$ cat config.mk
export PLATFORM = sky130hd
export DESIGN_NAME = ipi_tmr_ctrl
export DESIGN_NICKNAME = d
export VERILOG_FILES = /design/src/rtl/ipi_tmr_pkg.sv /design/src/rtl/ipi_tmr_decode.sv /design/src/rtl/ipi_counter.sv /design/src/rtl/tmr_latch.sv /design/src/rtl/ipi_tmr_ctrl.sv
export SDC_FILE = /design/constraint.sdc
export NUM_CORES = 1
export LEC_CHECK = 0
export CAP_MARGIN = 15
export CORE_MARGIN = 4
export CORE_UTILIZATION = 40
export DETAILED_ROUTE_END_ITERATION = 7
export GPL_TIMING_DRIVEN = 0
export PLACE_DENSITY = 0.8
export SETUP_SLACK_MARGIN = 0.15
export SYNTH_ARGS = -nofsm -noshare
export SYNTH_HDL_FRONTEND = slang
export SYNTH_SLANG_ARGS = --single-unit
$ cat constraint.sdc
create_clock -name clk -period 2.7 [get_ports clk]
set_input_delay 0.675 -clock clk [delete_from_list [all_inputs] [get_ports clk]]
set_output_delay 0.675 -clock clk [all_outputs]
set_load 0.05 [all_outputs]
$ cat src/rtl/ipi_tmr_pkg.sv
package ipi_tmr_pkg;
  localparam int MAX_CPU     = 4;
  localparam int FIELD_W     = 4;
  localparam int TACK_LSB    = 4;
  localparam int IACK_LSB    = 8;
  localparam int IREQ_LSB    = 12;
  localparam int NOP_BIT     = 28;
  localparam int WORD_W      = 64;

  typedef struct packed {
    logic [FIELD_W-1:0] ipi_req;
    logic [FIELD_W-1:0] ipi_ack;
    logic [FIELD_W-1:0] tmr_ack;
    logic               known;
  } wr_fields_t;
endpackage

$ cat src/rtl/ipi_tmr_decode.sv
module ipi_tmr_decode
  import ipi_tmr_pkg::*;
(
  input  logic [WORD_W-1:0] wdata,
  output wr_fields_t        fields
);
  always_comb begin
    fields.ipi_req = wdata[IREQ_LSB +: FIELD_W];
    fields.ipi_ack = wdata[IACK_LSB +: FIELD_W];
    fields.tmr_ack = wdata[TACK_LSB +: FIELD_W];
    fields.known   = (|wdata[IREQ_LSB+FIELD_W-1:TACK_LSB]) | wdata[NOP_BIT];
  end
endmodule

$ cat src/rtl/ipi_counter.sv
module ipi_counter #(
  parameter int CNT_W = 4
) (
  input  logic             clk,
  input  logic             rst,
  input  logic             req,
  input  logic             ack,
  output logic             irq,
  output logic [CNT_W-1:0] cnt
);
  localparam logic [CNT_W-1:0] CMAX = {CNT_W{1'b1}};

  logic [CNT_W-1:0] after_req;
  logic [CNT_W-1:0] nxt;

  always_comb begin
    after_req = (req && cnt != CMAX) ? cnt + 1'b1 : cnt;
    nxt       = (ack && after_req != '0) ? after_req - 1'b1 : after_req;
  end

  always_ff @(posedge clk) begin
    if (rst) begin
      cnt <= '0;
      irq <= 1'b0;
    end else begin
      cnt <= nxt;
      irq <= (nxt != '0);
    end
  end


  ipi_rise_chk: assert property (@(posedge clk) disable iff (rst)
    req && !ack && cnt == '0 |=> irq && cnt == 1);

  ipi_hold_chk: assert property (@(posedge clk) disable iff (rst)
    ack && !req && cnt > 1 |=> irq && cnt == $past(cnt) - 1'b1);

  ipi_drop_chk: assert property (@(posedge clk) disable iff (rst)
    ack && !req && cnt == 1 |=> !irq);

  pair_even_chk: assert property (@(posedge clk) disable iff (rst)
    req && ack && cnt != CMAX |=> cnt == $past(cnt));

  no_wrap_chk: assert property (@(posedge clk) disable iff (rst)
    req && !ack && cnt == CMAX |=> cnt == CMAX);
endmodule

$ cat src/rtl/tmr_latch.sv
module tmr_latch (
  input  logic clk,
  input  logic rst,
  input  logic tick,
  input  logic ack,
  output logic irq
);
  logic nxt;

  always_comb begin
    if (irq) nxt = !ack;
    else     nxt = tick;
  end

  always_ff @(posedge clk) begin
    if (rst) irq <= 1'b0;
    else     irq <= nxt;
  end


  tick_set_chk: assert property (@(posedge clk) disable iff (rst)
    tick && !irq |=> irq);

  tmr_keep_chk: assert property (@(posedge clk) disable iff (rst)
    irq && !ack |=> irq);

  tmr_clear_chk: assert property (@(posedge clk) disable iff (rst)
    irq && ack |=> !irq);
endmodule

$ cat src/rtl/ipi_tmr_ctrl.sv
module ipi_tmr_ctrl
  import ipi_tmr_pkg::*;
#(
  parameter int NCPU  = 4,
  parameter int CNT_W = 4
) (
  input  logic              clk,
  input  logic              rst,
  input  logic              wr_en,
  input  logic              rd_en,
  input  logic              full_acc,
  input  logic [1:0]        cpu_id,
  input  logic [WORD_W-1:0] wdata,
  input  logic              tick,
  output logic [WORD_W-1:0] rdata,
  output logic              acc_err,
  output logic [NCPU-1:0]   ipi_irq,
  output logic [NCPU-1:0]   tmr_irq
);
  wr_fields_t          fld;
  logic                wr_ok;
  logic                bad_acc;
  logic [FIELD_W-1:0]  ipi_view;
  logic [FIELD_W-1:0]  tmr_view;
  logic [WORD_W-1:0]   rd_word;

  initial begin
    ncpu_range_chk: assert (NCPU >= 1 && NCPU <= MAX_CPU);
  end

  ipi_tmr_decode u_dec (
    .wdata  (wdata),
    .fields (fld)
  );

  assign wr_ok = wr_en && full_acc;

  generate
    for (genvar i = 0; i < NCPU; i++) begin : g_cpu
      logic [CNT_W-1:0] cnt_unused;
      ipi_counter #(.CNT_W(CNT_W)) u_ipi (
        .clk (clk),
        .rst (rst),
        .req (wr_ok && fld.ipi_req[i]),
        .ack (wr_ok && fld.ipi_ack[i]),
        .irq (ipi_irq[i]),
        .cnt (cnt_unused)
      );
      tmr_latch u_tmr (
        .clk  (clk),
        .rst  (rst),
        .tick (tick),
        .ack  (wr_ok && fld.tmr_ack[i]),
        .irq  (tmr_irq[i])
      );
    end
  endgenerate

  always_comb begin
    ipi_view = '0;
    tmr_view = '0;
    ipi_view[NCPU-1:0] = ipi_irq;
    tmr_view[NCPU-1:0] = tmr_irq;
    rd_word = '0;
    rd_word[IACK_LSB +: FIELD_W] = ipi_view;
    rd_word[TACK_LSB +: FIELD_W] = tmr_view;
    rd_word[1:0] = cpu_id;
    bad_acc = ((wr_en || rd_en) && !full_acc) || (wr_ok && !fld.known);
  end

  always_ff @(posedge clk) begin
    if (rst) begin
      rdata   <= '0;
      acc_err <= 1'b0;
    end else begin
      acc_err <= bad_acc;
      if (rd_en && full_acc) rdata <= rd_word;
    end
  end


  narrow_err_chk: assert property (@(posedge clk) disable iff (rst)
    (wr_en || rd_en) && !full_acc |=> acc_err);

  narrow_quiet_chk: assert property (@(posedge clk) disable iff (rst)
    wr_en && !full_acc |=> $stable(ipi_irq));

  rd_id_chk: assert property (@(posedge clk) disable iff (rst)
    rd_en && full_acc |=> rdata[1:0] == $past(cpu_id));

  nop_ok_chk: assert property (@(posedge clk) disable iff (rst)
    wr_en && !rd_en && full_acc && wdata[NOP_BIT] |=> !acc_err);
endmodule

**Word-level counts from Yosys, hierarchy flattened**

Cells that the tools add are included.
W data, S select, Z words.

- Memories kept: 0
- RAM bits: 0
- Register bits: 35
- ROM bits: 0
- Latch bits: 0
- Word-level logic and storage cells: 80
- Output and inout bits: 73

- Reduce and logical (&&, ||, !) cells: 41
- Multipliers: 0
- Mux-type cells: 12
- Divide/modulo/power cells: 0
- Eq/ne operators: 4
- $add $sub $neg: 8
- Shift-type cells: 0
- Bitwise logic cells: 1
- Order comparisons: 0

Operator list:

| cell | count |
|---|---|
| $mux W4 | 8 |
| $reduce_bool A4 Y1 | 8 |
| $logic_and A1 B1 Y1 | 24 |
| $add A4 B1 Y4 const B | 4 |
| $ne A4 B4 Y1 const B | 4 |
| $sub A4 B1 Y4 const B | 4 |
| $reduce_or A12 Y1 | 1 |
| $logic_not A1 Y1 | 6 |
| $mux W1 | 4 |
| $logic_or A1 B1 Y1 | 2 |
| $or A1 B1 Y1 | 1 |

**Logic depth before layout (Yosys ltp)**

Gate-level depths: netlist of run 1.

- Depth after elaboration: 8
- Gate-level depth with buffers: 11
- Mapped depth without buffers: 11

**Modules after synthesis**

A second synthesis of run 1 with hierarchy kept.

- Cells, all modules: 371
- Area, all modules: 3233.1 um2

Modules (own cells, without submodules):

| module | instances | area each (um2) | cells an instance | sequential area each (um2) |
|---|---|---|---|---|
| ipi_counter | 4 | 479.2 | 55 | 100.1 |
| ipi_tmr_ctrl | 1 | 1003.5 | 118 | 220.2 |
| tmr_latch | 4 | 48.8 | 4 | 20.0 |
| ipi_tmr_decode | 1 | 117.6 | 17 | 0.0 |

**Worst setup path before layout of run 1**

Ideal clock, no wire load.

- Path kind: in2reg
- From: in wr_en
- To: reg g_cpu[1].u_ipi.irq
- Arrival: 2.385 ns
- Path buffers: 1
- Cell stages on the path: 10
- Setup slack: 0.188 ns
- Path through: and2_4 > buf_4 > nand3_1 > mux2i_1 > ha_1 > nand2b_1 > or3_1 > nand4_1 > a221oi_1 > or3_1

- Longest elaborated chain between the ends: 8
- Elaborated cells between the ends (all ways): 10
- Those cells by class: add/sub (1); mux (2); reduce/logical (7)

Ends and longest elaborated chain:

| element | RTL line | RTL |
|---|---|---|
| from (decl) | ipi_tmr_ctrl.sv:9 | `input logic wr_en,` |
| $logic_and A1 B1 Y1 (*) | ipi_tmr_ctrl.sv:36 | `assign wr_ok = wr_en && full_acc;` |
| parallel branches: the longest is 5 deep, another holds $sub A4 B1 Y4 | -- |  |
| $mux W4 (*) | ipi_counter.sv:18 | `nxt = (ack && after_req != '0) ? after_req - 1'b1 : after_req;` |
| $reduce_bool A4 Y1 (*) | ipi_counter.sv:27 | `irq <= (nxt != '0);` |
| to (signal assigned) | ipi_counter.sv:27 |  |
| to (decl) | ipi_counter.sv:8 | `output logic irq,` |

Mark *: on every way between the ends.
A chain may end at the register's enable or synchronous reset.

**Worst setup path after layout of run 1**

- From: in wdata[13]
- To: reg g_cpu[1].u_ipi.irq

- Longest elaborated chain between the ends: 7
- Elaborated cells between the ends (all ways): 8
- Those cells by class: add/sub (1); mux (2); reduce/logical (5)

Ends and longest elaborated chain:

| element | RTL line | RTL |
|---|---|---|
| from (decl) | ipi_tmr_ctrl.sv:13 | `input logic [WORD_W-1:0] wdata,` |
| $logic_and A1 B1 Y1 (*) | ipi_tmr_ctrl.sv:44 | `.req (wr_ok && fld.ipi_req[i]),` |
| $logic_and A1 B1 Y1 (*) | ipi_counter.sv:17 | `after_req = (req && cnt != CMAX) ? cnt + 1'b1 : cnt;` |
| $mux W4 (*) | ipi_counter.sv:17 |  |
| parallel branches: the longest is 2 deep, another holds $sub A4 B1 Y4 | -- |  |
| $mux W4 (*) | ipi_counter.sv:18 |  |
| $reduce_bool A4 Y1 (*) | ipi_counter.sv:27 |  |

Marked as above.

==> results.cfg, run 1 <==
[synth]
synth_most_common_cell = buf_4
syn_inst = 334
synth_top_area_share_pct = 25.7
synth_edf_count = 0
yosys.cell_types.count = 67
netlist_top_cells_area = dfxtp_1, buf_4, nand2_1, a21oi_1, ha_1
yosysTopAreaCell = dfxtp_1
synth_warnings = 0
seq_area_frac_synth_pct = 25.7
synth_seq_cells = 35
syn_avg_cell_area_um2 = 8.17
synth_area_um2 = 2730
synthFlopType = dfxtp_1
yosys-top-cells-count = buf_4, nand2_1, dfxtp_1
synthArstFlopShare_pct = 0

[hold_path]
hold_class = register to register
hold_depth = 2

[route]
drtAntennaViolNets = 0
wl_met2_um = 3700
met3_wirelength_um = 571
highest_layer = met4
drt-wirelength-per-cell_um = 14.2
drt-initial-drc-count = 148
post-route-drc-count = 0
drt-met1-wl_um = 3040
firstDrtPassIters = 4
wl_um = 7490
vias_per_cell = 4.94
via_count = 2608

[setup_path]
startpoint_type = input pin
reg2reg_depth = 11
critPathKind = input pin to register
cp_slowest_cell = clkdlybuf4s15_1
cp.depth = 10
critical-path-max-stage-delay_ps = 320
path_cells = clkdlybuf4s15_1, nand3_4, mux2i_4, ha_2, nor2b_1, o2111ai_1, nand4_1, nor2_2, a221oi_2, or3_1
path_buf_inv = 1
cp.arrival_ps = 2820
required_ps = 2880
critPathTopFamily = simple AND/OR/NAND/NOR gates
cp-end-kind = register
cp_max_fo = 6

[global_routing]
grt_first_pass_wirelength_um = 11100
grt_overflow_total = 0
grtUsageTotal_pct = 16.2
grt_pass1_vias = 2385
antenna_found_initial = 0
grt_start_max_net_pins = 13

[floorplanning]
start_util_pct = 42.0
dieArea_um2 = 8210
core-area_um2 = 6490
ios = 145
core.rowCount = 29
die_x_um = 90.6
die_h_um = 90.6

[placement]
hpwl_um = 5080
portBuffers = 38
place.gp.congestion = 0.884
dp_slack_ps = -761

[timing]
skew_ps = 6.69
hold_violations = 0
rsz0062_at_grt = true
drv_slew = 0
setup_slack_ps = 62.5
holdWs_ps = 457
period_share_pct = 97.7
setup_viol = 0
tns_ps = 0
worstMarginPinSlew_ps = 610
clock.fmax_mhz = 379
fin_crit_ps = 2640
slew_headroom_pct = 59.2

[clock_network]
clk_latency_ps = 300
cts_tree = built
clk_pin_slew_ps = 70
cts.path.max_buffers = 2
htreeDepth = 2
cts-root-buf = clkbuf_8
clkSinkCount = 35
cts_buffers = 5

[layout]
drive_above_1_share_pct = 32.6
area_growth_pct = 40.9
final_nets = 530
fillCellCount = 553
diodes = 0

[pwr]
vdd_drop_max_v = 0.000293
p_leak_nw = 1.70
power_density_nw_per_um2 = 462

[job]
drv_cap = 0

[run_status]
status = completed
==> registers in the layout (all words and copies together), names as in the netlist <==
name / count
g_cpu.u_tmr.irq: 4
rdata: 10
g_cpu.u_ipi.cnt: 16
acc_err: 1
g_cpu.u_ipi.irq: 4
==> final timing paths <==
check	endpoint	slack, ps	start
worst max-delay path	g_cpu[1].u_ipi.irq	60	wdata[13]
worst min-delay path	rdata[5]	460	rdata[5]
worst max register to register	g_cpu[1].u_ipi.irq	120	g_cpu[1].u_ipi.cnt[1]
worst min register to register	rdata[5]	460	rdata[5]
==> worst min-delay path, stage by stage (launching register included) <==
cell     delay (ps)
dfxtp_1         310
nand2_1          50
a21oi_1          50
==> final cells by class <==
type / instances / area (um2) / share of cell area, %
flip-flops and latches: 35 / 721 / 18.7
clock buffers: 5 / 68.8 / 1.79
repair buffers: 56 / 512 / 13.3
plain buffers: 72 / 534 / 13.9
multi-input cells: 275 / 1850 / 48.2
well taps: 77 / 96.3 / 2.50
clock inverters: 3 / 43.8 / 1.14
inverters: 5 / 18.8 / 0.488
==> cell families (layout without fill, tap and decap cells) <==
logic type / after synthesis / in the layout / synth area share, %
xor+xnor: 12 / 12 / 4.13
mux: 12 / 12 / 4.72
flops: 35 / 35 / 25.7
fa+ha+maj: 8 / 8 / 3.67
compound gates: 60 / 60 / 16.0
other cells: 1 / 54 / 0.137
simple gates: 129 / 129 / 25.7
buf+inv: 77 / 141 / 20.0
==> cells in the final DEF (no fill, tap or decap), types with 5 or more instances in the layout <==
cell	Yosys	layout
a21oi_1	20	20
a311oi_1	7	6
and2_1	5	5
and3_1	5	5
buf_4	64	81
clkbuf_8	0	5
clkdlybuf4s50_1	0	33
conb_1	1	54
dfxtp_1	35	27
ha_2	0	7
inv_1	5	5
mux2i_1	8	5
nand2_1	39	39
nand2b_1	6	6
nand3_1	14	9
nand3_2	1	5
nand4_1	7	7
nor2_1	21	20
nor3_1	5	5
xor2_1	9	6
==> metal layers <==
metal  up-vias  GRT usage, %
met3        19          3.75
met4         0          6.63
met5         -             0
met1      1169          19.5
li1       1306             -
met2       114          27.7
==> stage by stage <==
| stage | util [%] | cell area (um2) | total power (W) | cells |
|---|---|---|---|---|
| after CTS | 56.1 | 3640 | 0.00172 | 518 |
| after detailed placement | 52.4 | 3410 | 0.00121 | 502 |
| after global routing | 59.2 | 3850 | 0.00185 | 528 |
| after floorplan | - | 2930 | 0.00109 | 387 |
| after global placement | 52.4 | 3410 | 0.00120 | 502 |
| final | 59.2 | 3850 | 0.00178 | 528 |
==> repair_timing <==
| action | CTS | global route |
|---|---|---|
| endpoints found under the hold margin | 0 | 0 |
| hold buffers | 0 | 0 |
| pin swaps | 8 | 15 |
| setup buffers | 8 | 10 |
| resized for setup | 28 | 38 |
| endpoints found under the setup margin | 16 | 11 |
==> report_power, final <==
part           leakage [nW]  internal (W)  switching, W
logic                  1.35      0.000274      0.000433
clock network        0.0581      0.000275      0.000205
registers             0.291      0.000551     0.0000389
total                  1.70       0.00110      0.000677
Power figures use the tool's default switching activity.
==> run 2, diff against run 1 <==
--- a/config.mk
+++ b/config.mk
@@ -5,12 +5,13 @@
 export SDC_FILE = /design/constraint.sdc
 export NUM_CORES = 1
 export LEC_CHECK = 0
+export ABC_AREA = 1
 export CAP_MARGIN = 15
 export CORE_MARGIN = 4
 export CORE_UTILIZATION = 40
 export DETAILED_ROUTE_END_ITERATION = 7
 export GPL_TIMING_DRIVEN = 0
-export PLACE_DENSITY = 0.8
+export PLACE_DENSITY = 0.79
 export SETUP_SLACK_MARGIN = 0.15
 export SYNTH_ARGS = -nofsm -noshare
 export SYNTH_HDL_FRONTEND = slang
==> results.cfg, run 2 <==
[synth]
yosys.cell_types.count = 30
syn_avg_cell_area_um2 = 6.85
synth_warnings = 0
netlist_top_cells_area = dfxtp_1, buf_4, nand2_1, inv_1, nand3_1
yosysTopAreaCell = dfxtp_1
yosys-top-cells-count = nand2_1, buf_4, inv_1
synth_seq_cells = 35
synth_top_area_share_pct = 25.3
syn_inst = 404
synth_area_um2 = 2770
synthFlopType = dfxtp_1
synth_most_common_cell = nand2_1
synth_edf_count = 0
seq_area_frac_synth_pct = 25.3
synthArstFlopShare_pct = 0

[setup_path]
startpoint_type = input pin
critPathKind = input pin to register
crit_top_cell = nand2_1
cp_max_fo = 7
path_cells = clkdlybuf4s15_1, nand3_2, inv_2, nand2_4, o21ai_4, ha_2, inv_1, a21oi_2, nand2_2, nand2_2, nand2_1, nand3_1, nand2_1, nor2_1, nand2_1
cp.arrival_ps = 2610
cp_slowest_cell = clkdlybuf4s15_1
required_ps = 2870
critical-path-max-stage-delay_ps = 400
cp-end-kind = register

[timing]
period_share_pct = 90.3
fin_crit_ps = 2440
drv_slew = 0
slew_headroom_pct = 65.7
skew_ps = 5.36
clock.fmax_mhz = 410
worstMarginPinSlew_ps = 514
setup_viol = 0
hold_violations = 0
holdWs_ps = 485
rsz0062_at_grt = true

[clock_network]
clk_latency_ps = 290
cts.path.max_buffers = 2
clk_pin_slew_ps = 70
cts_buffers = 5
cts-root-buf = clkbuf_8
clkSinkCount = 35
htreeDepth = 2
cts_tree = built

[global_routing]
grt_overflow_total = 0
grtUsageTotal_pct = 14.5
grt_util_met2_pct = 25.9
antenna_found_initial = 0
grt-busiest-layer = met2
gr-usage-met1_pct = 15.8
grt_pass1_vias = 2353
grt_first_pass_wirelength_um = 9980
grt_start_max_net_pins = 12
gr-usage-met3_pct = 3.23

[floorplanning]
die_x_um = 91.2
dieArea_um2 = 8310
core.rowCount = 30
core-area_um2 = 6760
ios = 145
start_util_pct = 41.0
die_h_um = 91.2

[layout]
layout_common_cells = nand2_1, buf_4, conb_1, inv_1, clkdlybuf4s50_1
final_nets = 586
fillCellCount = 640
final_common_cell = nand2_1
regMostFlops = g_cpu.u_ipi.cnt
diodes = 0
reg.largest.list = g_cpu.u_ipi.cnt x16, rdata x10
largest_reg_flops = 16
stdcell_count = 587
area_growth_pct = 31.9
drive_above_1_share_pct = 27.0

[route]
drt-initial-drc-count = 76
post-route-drc-count = 0
vias_per_cell = 4.37
via_count = 2567
drt-wirelength-per-cell_um = 10.6
wl_um = 6210
firstDrtPassIters = 4
drtAntennaViolNets = 0

[run_status]
status = completed

[pwr]
vdd_drop_max_v = 0.000176
power_density_nw_per_um2 = 489
p_leak_nw = 1.92

[hold_path]
hold_class = register to register

[placement]
portBuffers = 38
place.gp.congestion = 0.826
hpwl_um = 5170
dpl.cell_count = 575

[job]
drv_cap = 0
==> run 2: cell types whose count changed in the layout (fill, tap and decap cells not counted), moves of 7 or more <==
cell | previous run | this run
a21oi_1 | 20 | 3
buf_4 | 81 | 66
dfxtp_1 | 27 | 35
ha_1 | 0 | 7
inv_1 | 5 | 49
nand2_1 | 39 | 79
nand2_2 | 0 | 14
nand2_4 | 0 | 7
nand3_1 | 9 | 34
nor2_1 | 20 | 33
nor2_2 | 2 | 11
nor2_4 | 0 | 9
o21ai_0 | 3 | 17
==> run 2: worst paths after layout <==
| path | endpoint | start | slack (ps) | cells after the start |
|---|---|---|---|---|
| max | g_cpu[3].u_ipi.irq | wr_en | 260 | 15 |
| min | rdata[1] | rdata[1] | 490 | 2 |
| max reg2reg | g_cpu[3].u_ipi.irq | g_cpu[3].u_ipi.cnt[0] | 340 | 15 |
| min reg2reg | rdata[1] | rdata[1] | 490 | 2 |
==> run 2: logic make-up after synthesis <==
group / after synthesis / synth area share [%]
buf+inv: 119 / 24.6
fa+ha+maj: 8 / 3.62
flops: 35 / 25.3
compound gates: 35 / 7.87
simple gates: 203 / 37.5
xor+xnor: 3 / 0.950
other cells: 1 / 0.135
==> run 2: stage by stage <==
step                cell area, um2  setup TNS [ps]  util, %  setup slack, ps  power, W
finish                        3650               0     54.0              261   0.00179
global route                  3650               0     54.0              104   0.00187
CTS                           3580               0     53.0              194   0.00177
detailed placement            3450           -3510     51.0             -508   0.00129
global placement              3450           -2380     51.0             -408   0.00127
floorplan                     2970               0        -              419   0.00115
==> run 2: critical path, delay by kind of cell <==
family          cells  cell delay (ps)
fa+ha+maj           1              200
buf+inv             3              550
simple gates        9              840
compound gates      2              340
==> run 2: timing repair <==
action | in CTS | in global routing
pin swaps | 0 | 1
hold buffers | 0 | 0
endpoints found under the setup margin | 10 | 3
gates resized for setup | 3 | 8
buffers inserted | 0 | 4
==> run 2: layout make-up <==
class	count	area [um2]	area share, %
Buffer	66	482	13.2
Sequential cell	35	701	19.2
Timing Repair Buffer	42	413	11.3
Multi-Input combinational cell	303	1640	44.9
Tap cell	80	100	2.74
Inverter	53	199	5.45
Clock inverter	2	35.0	0.960
Clock buffer	6	82.6	2.26
==> run 2: report_power, final <==
group | leakage [nW] | internal [W] | switching (W)
Sequential | 0.288 | 0.000557 | 0.0000330
Clock | 0.0612 | 0.000299 | 0.000188
Combinational | 1.57 | 0.000244 | 0.000465
==> run 2: metal layers <==
layer | routed length [um] | up-vias
met5 | 0 | -
met2 | 3160 | 85
met1 | 2510 | 1111
met4 | 171 | 0
li1 | - | 1355
met3 | 367 | 16
